`src/rtl/pcm_port_pkg.sv`:
```
package pcm_port_pkg;

    typedef enum logic [1:0] {
        LVL_OFF  = 2'b00,
        LVL_A    = 2'b01,
        LVL_B    = 2'b10,
        LVL_NONE = 2'b11
    } addr_lvl_e;

    typedef enum logic [1:0] {
        ST_IDLE   = 2'b00,
        ST_SLOT_A = 2'b01,
        ST_SLOT_B = 2'b10,
        ST_STATIC = 2'b11
    } slot_state_e;

endpackage

```
`src/rtl/pcm_slot_fsm.sv`:
```
module pcm_slot_fsm
    import pcm_port_pkg::*;
#(
    parameter int WORD_W = 8
) (
    input  logic        clk,
    input  logic        rst,
    input  logic        frame_n,
    input  logic [1:0]  addr_lvl,
    output slot_state_e state,
    output logic        start_pcm,
    output logic        bit_edge,
    output logic        last_bit,
    output logic        pcm_active
);
    localparam int CNT_W = (WORD_W > 2) ? $clog2(WORD_W) : 1;
    localparam logic [CNT_W-1:0] LAST_CNT = CNT_W'(WORD_W - 1);

    slot_state_e      nxt;
    logic [CNT_W-1:0] cnt;
    logic             lvl_ok;
    addr_lvl_e        lvl;

    assign lvl = addr_lvl_e'(addr_lvl);

    // does the address still match the level that opened the slot
    always_comb begin
        unique case (state)
            ST_SLOT_A: lvl_ok = (lvl == LVL_A);
            ST_SLOT_B: lvl_ok = (lvl == LVL_B);
            ST_STATIC: lvl_ok = (lvl == LVL_OFF);
            default:   lvl_ok = 1'b0;
        endcase
    end

    // next state: start, finish, abort
    always_comb begin
        nxt = state;
        unique case (state)
            ST_IDLE: begin
                if (!frame_n) begin
                    unique case (lvl)
                        LVL_A:    nxt = ST_SLOT_A;
                        LVL_B:    nxt = ST_SLOT_B;
                        LVL_OFF:  nxt = ST_STATIC;
                        LVL_NONE: nxt = ST_IDLE;
                    endcase
                end
            end
            ST_SLOT_A, ST_SLOT_B, ST_STATIC: begin
                if (!lvl_ok || cnt == LAST_CNT) begin
                    nxt = ST_IDLE;
                end
            end
        endcase
    end

    // state register and bit counter
    always_ff @(posedge clk) begin
        if (rst) begin
            state <= ST_IDLE;
            cnt   <= '0;
        end else begin
            state <= nxt;
            if (state != ST_IDLE && nxt != ST_IDLE) begin
                cnt <= cnt + 1'b1;
            end else begin
                cnt <= '0;
            end
        end
    end

    // decoded outputs
    always_comb begin
        start_pcm  = 1'b0;
        pcm_active = 1'b0;
        bit_edge   = 1'b0;
        unique case (state)
            ST_IDLE: begin
                start_pcm = (nxt == ST_SLOT_A) || (nxt == ST_SLOT_B);
            end
            ST_SLOT_A, ST_SLOT_B: begin
                pcm_active = 1'b1;
                bit_edge   = lvl_ok;
            end
            ST_STATIC: begin
                bit_edge = lvl_ok;
            end
        endcase
        last_bit = bit_edge && (cnt == LAST_CNT);
    end

endmodule

```
`src/rtl/pcm_tx_shift.sv`:
```
module pcm_tx_shift #(
    parameter int WORD_W = 8
) (
    input  logic              clk,
    input  logic              rst,
    input  logic              load,
    input  logic              shift,
    input  logic [WORD_W-1:0] par,
    input  logic              oe,
    output logic              ser
);
    logic [WORD_W-1:0] sh;

    always_ff @(posedge clk) begin
        if (rst) begin
            sh <= '0;
        end else if (load) begin
            sh <= par;
        end else if (shift) begin
            sh <= {sh[WORD_W-2:0], 1'b0};
        end
    end

    assign ser = oe & sh[WORD_W-1];

endmodule

```
`src/rtl/pcm_rx_shift.sv`:
```
module pcm_rx_shift #(
    parameter int WORD_W = 8
) (
    input  logic              clk,
    input  logic              rst,
    input  logic              shift,
    input  logic              din,
    output logic [WORD_W-1:0] word_nxt
);
    logic [WORD_W-2:0] sh;

    assign word_nxt = {sh, din};

    always_ff @(posedge clk) begin
        if (rst) begin
            sh <= '0;
        end else if (shift) begin
            sh <= word_nxt[WORD_W-2:0];
        end
    end

endmodule

```
`src/rtl/pcm_ctl_bank.sv`:
```
module pcm_ctl_bank #(
    parameter int WORD_W  = 8,
    parameter int NUM_GPO = 6
) (
    input  logic               clk,
    input  logic               rst,
    input  logic               load_a,
    input  logic               load_b,
    input  logic               load_static,
    input  logic [WORD_W-1:0]  word,
    output logic [WORD_W-1:0]  ctl_a,
    output logic [WORD_W-1:0]  ctl_b,
    output logic [NUM_GPO-1:0] gpo
);
    logic all_hi;
    logic all_lo;

    assign all_hi = (word == '1);
    assign all_lo = (word == '0);

    always_ff @(posedge clk) begin
        if (rst) begin
            ctl_a <= '0;
            ctl_b <= '0;
        end else if (load_static) begin
            if (all_hi) begin
                ctl_a <= '1;
                ctl_b <= '1;
            end else if (all_lo) begin
                ctl_a <= '0;
                ctl_b <= '0;
            end
        end else begin
            if (load_a) ctl_a <= word;
            if (load_b) ctl_b <= word;
        end
    end

    for (genvar gi = 0; gi < NUM_GPO; gi++) begin : g_gpo
        assign gpo[gi] = ctl_b[gi];
    end

endmodule

```
`src/rtl/pcm_chan_port.sv`:
```
module pcm_chan_port
    import pcm_port_pkg::*;
#(
    parameter int WORD_W  = 8,
    parameter int NUM_GPO = 6
) (
    input  logic               clk,
    input  logic               rst,
    input  logic               frame_n,
    input  logic [1:0]         addr_lvl,
    input  logic               dat_in,
    input  logic               ctl_in,
    input  logic [WORD_W-1:0]  tx_word,
    output logic               dat_out,
    output logic               dat_oe,
    output logic [WORD_W-1:0]  rx_word,
    output logic               rx_valid,
    output logic [WORD_W-1:0]  ctl_a,
    output logic [WORD_W-1:0]  ctl_b,
    output logic [NUM_GPO-1:0] gpo
);
    slot_state_e       state;
    logic              start_pcm;
    logic              bit_edge;
    logic              last_bit;
    logic              pcm_active;
    logic [WORD_W-1:0] rx_nxt;
    logic [WORD_W-1:0] ctl_nxt;
    logic              pcm_done;

    pcm_slot_fsm #(.WORD_W(WORD_W)) u_fsm (
        .clk       (clk),
        .rst       (rst),
        .frame_n   (frame_n),
        .addr_lvl  (addr_lvl),
        .state     (state),
        .start_pcm (start_pcm),
        .bit_edge  (bit_edge),
        .last_bit  (last_bit),
        .pcm_active(pcm_active)
    );

    assign dat_oe = pcm_active;

    pcm_tx_shift #(.WORD_W(WORD_W)) u_tx (
        .clk  (clk),
        .rst  (rst),
        .load (start_pcm),
        .shift(bit_edge),
        .par  (tx_word),
        .oe   (pcm_active),
        .ser  (dat_out)
    );

    pcm_rx_shift #(.WORD_W(WORD_W)) u_rx_dat (
        .clk     (clk),
        .rst     (rst),
        .shift   (bit_edge),
        .din     (dat_in),
        .word_nxt(rx_nxt)
    );

    pcm_rx_shift #(.WORD_W(WORD_W)) u_rx_ctl (
        .clk     (clk),
        .rst     (rst),
        .shift   (bit_edge),
        .din     (ctl_in),
        .word_nxt(ctl_nxt)
    );

    pcm_ctl_bank #(.WORD_W(WORD_W), .NUM_GPO(NUM_GPO)) u_bank (
        .clk        (clk),
        .rst        (rst),
        .load_a     (last_bit && state == ST_SLOT_A),
        .load_b     (last_bit && state == ST_SLOT_B),
        .load_static(last_bit && state == ST_STATIC),
        .word       (ctl_nxt),
        .ctl_a      (ctl_a),
        .ctl_b      (ctl_b),
        .gpo        (gpo)
    );

    assign pcm_done = last_bit && pcm_active;

    always_ff @(posedge clk) begin
        if (rst) begin
            rx_word  <= '0;
            rx_valid <= 1'b0;
        end else begin
            rx_valid <= pcm_done;
            if (pcm_done) begin
                rx_word <= rx_nxt;
            end
        end
    end

endmodule

```
`config.mk`:
```
export PLATFORM = sky130hd
export DESIGN_NAME = pcm_chan_port
export DESIGN_NICKNAME = d
export VERILOG_FILES = /design/src/rtl/pcm_port_pkg.sv /design/src/rtl/pcm_slot_fsm.sv /design/src/rtl/pcm_tx_shift.sv /design/src/rtl/pcm_rx_shift.sv /design/src/rtl/pcm_ctl_bank.sv /design/src/rtl/pcm_chan_port.sv
export SDC_FILE = /design/constraint.sdc
export NUM_CORES = 1
export LEC_CHECK = 0
export CAP_MARGIN = 20
export CORE_MARGIN = 1
export CORE_UTILIZATION = 46
export DETAILED_ROUTE_END_ITERATION = 8
export HOLD_SLACK_MARGIN = 0.05
export PLACE_DENSITY = 0.75
export SLEW_MARGIN = 20
export SYNTH_ARGS = -nofsm -noshare
export SYNTH_HDL_FRONTEND = slang
export SYNTH_HIERARCHICAL = 1
export SYNTH_SLANG_ARGS = --single-unit
```
`constraint.sdc`:
```
create_clock -name clk -period 2.1 [get_ports clk]
set_input_delay 0.315 -clock clk [delete_from_list [all_inputs] [get_ports clk]]
set_output_delay 0.315 -clock clk [all_outputs]
set_load 0.01 [all_outputs]
```
==> impl_metrics.ini <==
[synthesis]
synth_warnings = 6
syn-instance-count = 256
synth_edf_count = 0
synth_area_per_cell_um2 = 9.64
syn_area_mm2 = 0.00247
synth-main-ff-cell = dfxtp_1
synth_fp_nets = 278
synth_seq_cells = 52
ys_seq_area_frac = 0.422
synthArstFlopShare = 0
synth_cell_types = 44

[route]
drc = 0
routed_via_density = 5.40
ant_nets = 0
highest_layer = met4
met1Wirelength_um = 2920
dr.pass1.iters = 4
wl_met2_um = 3400
route.vias.total = 2220
finalWirelength_um = 6760
met3WireLength_um = 310
drt_iter0_markers = 109
wl_per_cell_um = 16.5

[clocking]
clk_path_buf_depth = 2
cts-root-buf = clkbuf_8
path_clk_slew_ns = 0.10
cts_tree = yes
cts_made_buffers = 5
clk_latency_ns = 0.31
htree_levels = 2
cts_hold_buf = 0
cts.sinks = 52

[floorplanning]
start_util = 0.480
row_count = 26
die_area_mm2 = 0.00566
die_x_um = 75.2
io_pins = 48
core_area_mm2 = 0.00514
dieHeight_um = 75.2

[status]
status = finished with violations
violations = negative setup slack

[layout]
final_nets = 362
layout-drive-gt1-share = 0.396
fillers = 360
n_antenna_cell = 0
area_growth_pct = 52.4
layoutNonFillerInstCount = 411
final_cell_mix = dfxtp_1, clkdlybuf4s50_1, buf_4
layout_commonest_cell = dfxtp_1

[power_and_ir_drop]
peakVddDrop_uv = 411
power_leakage_uw = 0.00134
p_per_area_mw_per_mm2 = 545

[global_route]
grt_max_degree = 27
grt_pass1_wl_um = 10000
gr-total-overflow = 0
grt.total_usage = 0.239
antenna_found_initial = 0
grt_pass1_vias = 2005

[critical_path]
rr_worst_depth = 11
path_buf_inv = 4
worstSetupPathType = reg -> reg
end_kind = flop
cp_max_fo = 7
critPathMaxStageDelay_ns = 0.38
crit_arrival_ns = 2.50
cp_data_required_time_ns = 2.33
cp-start-kind = flop
r2r-start = u_fsm/state[0]$_SDFF_PP0_
crit_chain = inv_4 > ha_4 > and2b_2 > buf_6 > nand4_1 > and3_4 > ha_4 > and2_4 > buf_6 > clkinvlp_4 > a211oi_2
r2r_setup_slack_ns = -0.17
crit_family = simple AND/OR/NAND/NOR gates
cpMaxStageDelayCell = dfxtp_4
r2r_end = u_tx/sh[1]$_SDFFE_PP0P_

[placement]
io_buffers = 47
place.gp.congestion = 0.831
place_inst = 375
dpl.hpwl_um = 3570

[sta]
rsz0062_at_grt = true
worst_slew_pin_slew_ns = 0.550
worst_slack_ns = -0.174
max_freq_mhz = 440
fin_crit_ns = 2.27
finClkSkew_ns = 0.00868
finalSetupTns_ns = -1.84
slew_violations = 0
hold_viol = 0
timing.final.crit_share = 1.08
holdWs_ns = 0.473
slew_headroom = 0.633
setup_violations = 23

[min_path]
hp-class = reg -> reg
min_to = u_bank/ctl_a[5]$_SDFFE_PP0P_
hold_start = u_bank/ctl_a[5]$_SDFFE_PP0P_
hold_depth = 1

[job]
cap_viol_max_count = 0
## layer usage
| metal | vias up | track usage |
|---|---|---|
| met4 | 0 | 0.0802 |
| met5 | - | 0 |
| li1 | 1066 | - |
| met1 | 1080 | 0.306 |
| met2 | 62 | 0.405 |
| met3 | 12 | 0.0455 |
## worst max-delay path by stage
stage	from	end	slack, ns	cells past startpoint
floorplan	u_fsm/cnt[0]$_SDFF_PP0_	u_tx/sh[0]$_SDFFE_PP0P_	-0.04	9
global placement	addr_lvl[0]	u_bank/ctl_b[7]$_SDFFE_PP0P_	-0.33	10
detailed placement	addr_lvl[0]	u_bank/ctl_b[0]$_SDFFE_PP0P_	-0.40	10
CTS	u_fsm/state[1]$_SDFF_PP0_	u_bank/ctl_b[2]$_SDFFE_PP0P_	-0.03	11
global route	u_fsm/state[0]$_SDFF_PP0_	u_tx/sh[1]$_SDFFE_PP0P_	-0.25	11
finish	u_fsm/state[0]$_SDFF_PP0_	u_tx/sh[1]$_SDFFE_PP0P_	-0.17	11
## Yosys cell counts (all sizes together) (7+ instances only)
cell type | number | area, um^2
a211oi | 8 | 60.1
a21bo | 8 | 80.1
a21oi | 18 | 93.8
buf | 17 | 140
dfxtp | 52 | 1040
ha | 7 | 87.6
inv | 8 | 30.0
mux2 | 9 | 105
mux2i | 21 | 210
nand2 | 14 | 52.6
nand3 | 8 | 40.0
nor2 | 26 | 108
nor2b | 7 | 43.8
o21ai | 11 | 55.1
## report_power, final
part,leakage (uW),internal (uW),switching (uW),total [uW]
sequential,0.000422,1010,18.0,1030
combinational,0.000857,136,136,271
clock,0.0000645,421,329,750
## cell families (layout without fill, tap and decap cells)
| kind of cell | count (synthesis) | count (layout) | synth area share |
|---|---|---|---|
| AOI/OAI and AO/OA | 60 | 60 | 0.170 |
| adders and majority gates | 7 | 7 | 0.0355 |
| buffers and inverters | 28 | 113 | 0.0761 |
| DFF | 52 | 52 | 0.422 |
| muxes | 30 | 30 | 0.128 |
| and+or+nand+nor | 79 | 79 | 0.168 |
## registers in the layout (all words and copies together), names as in the netlist
register,count
rx_valid,1
rx_word,8
u_bank/ctl_a,8
u_bank/ctl_b,8
u_fsm/cnt,3
u_fsm/state,2
u_rx_ctl/sh,7
u_rx_dat/sh,7
u_tx/sh,8
## timing repair
item | CTS | global route
buffers inserted | 28 | 6
cloned | 1 | 0
pin swaps | 19 | 23
gates resized for setup | 42 | 40
setup endpoints to repair | 24 | 26
## per-stage QoR
stage | util | setup slack, ns | area [um^2] | power [uW]
5_1_grt | 0.732 | -0.255 | 3760 | 2130
3_5_place_dp | 0.599 | -0.404 | 3080 | 1250
6_report | 0.732 | -0.174 | 3760 | 2050
3_3_place_gp | 0.599 | -0.334 | 3080 | 1250
2_1_floorplan | - | -0.0392 | 2510 | 1170
4_1_cts | 0.696 | -0.0350 | 3580 | 2020
## layout make-up
cell class,count,area [um^2],share of cell area
clock buffers,7,96.3,0.0256
clock inverters,1,30.0,0.00798
inverters,8,36.3,0.00965
multi-input cells,176,1600,0.425
flip-flops and latches,52,1050,0.279
well taps,70,87.6,0.0233
repair buffers,97,862,0.229
(Power assumes the default switching activity.)
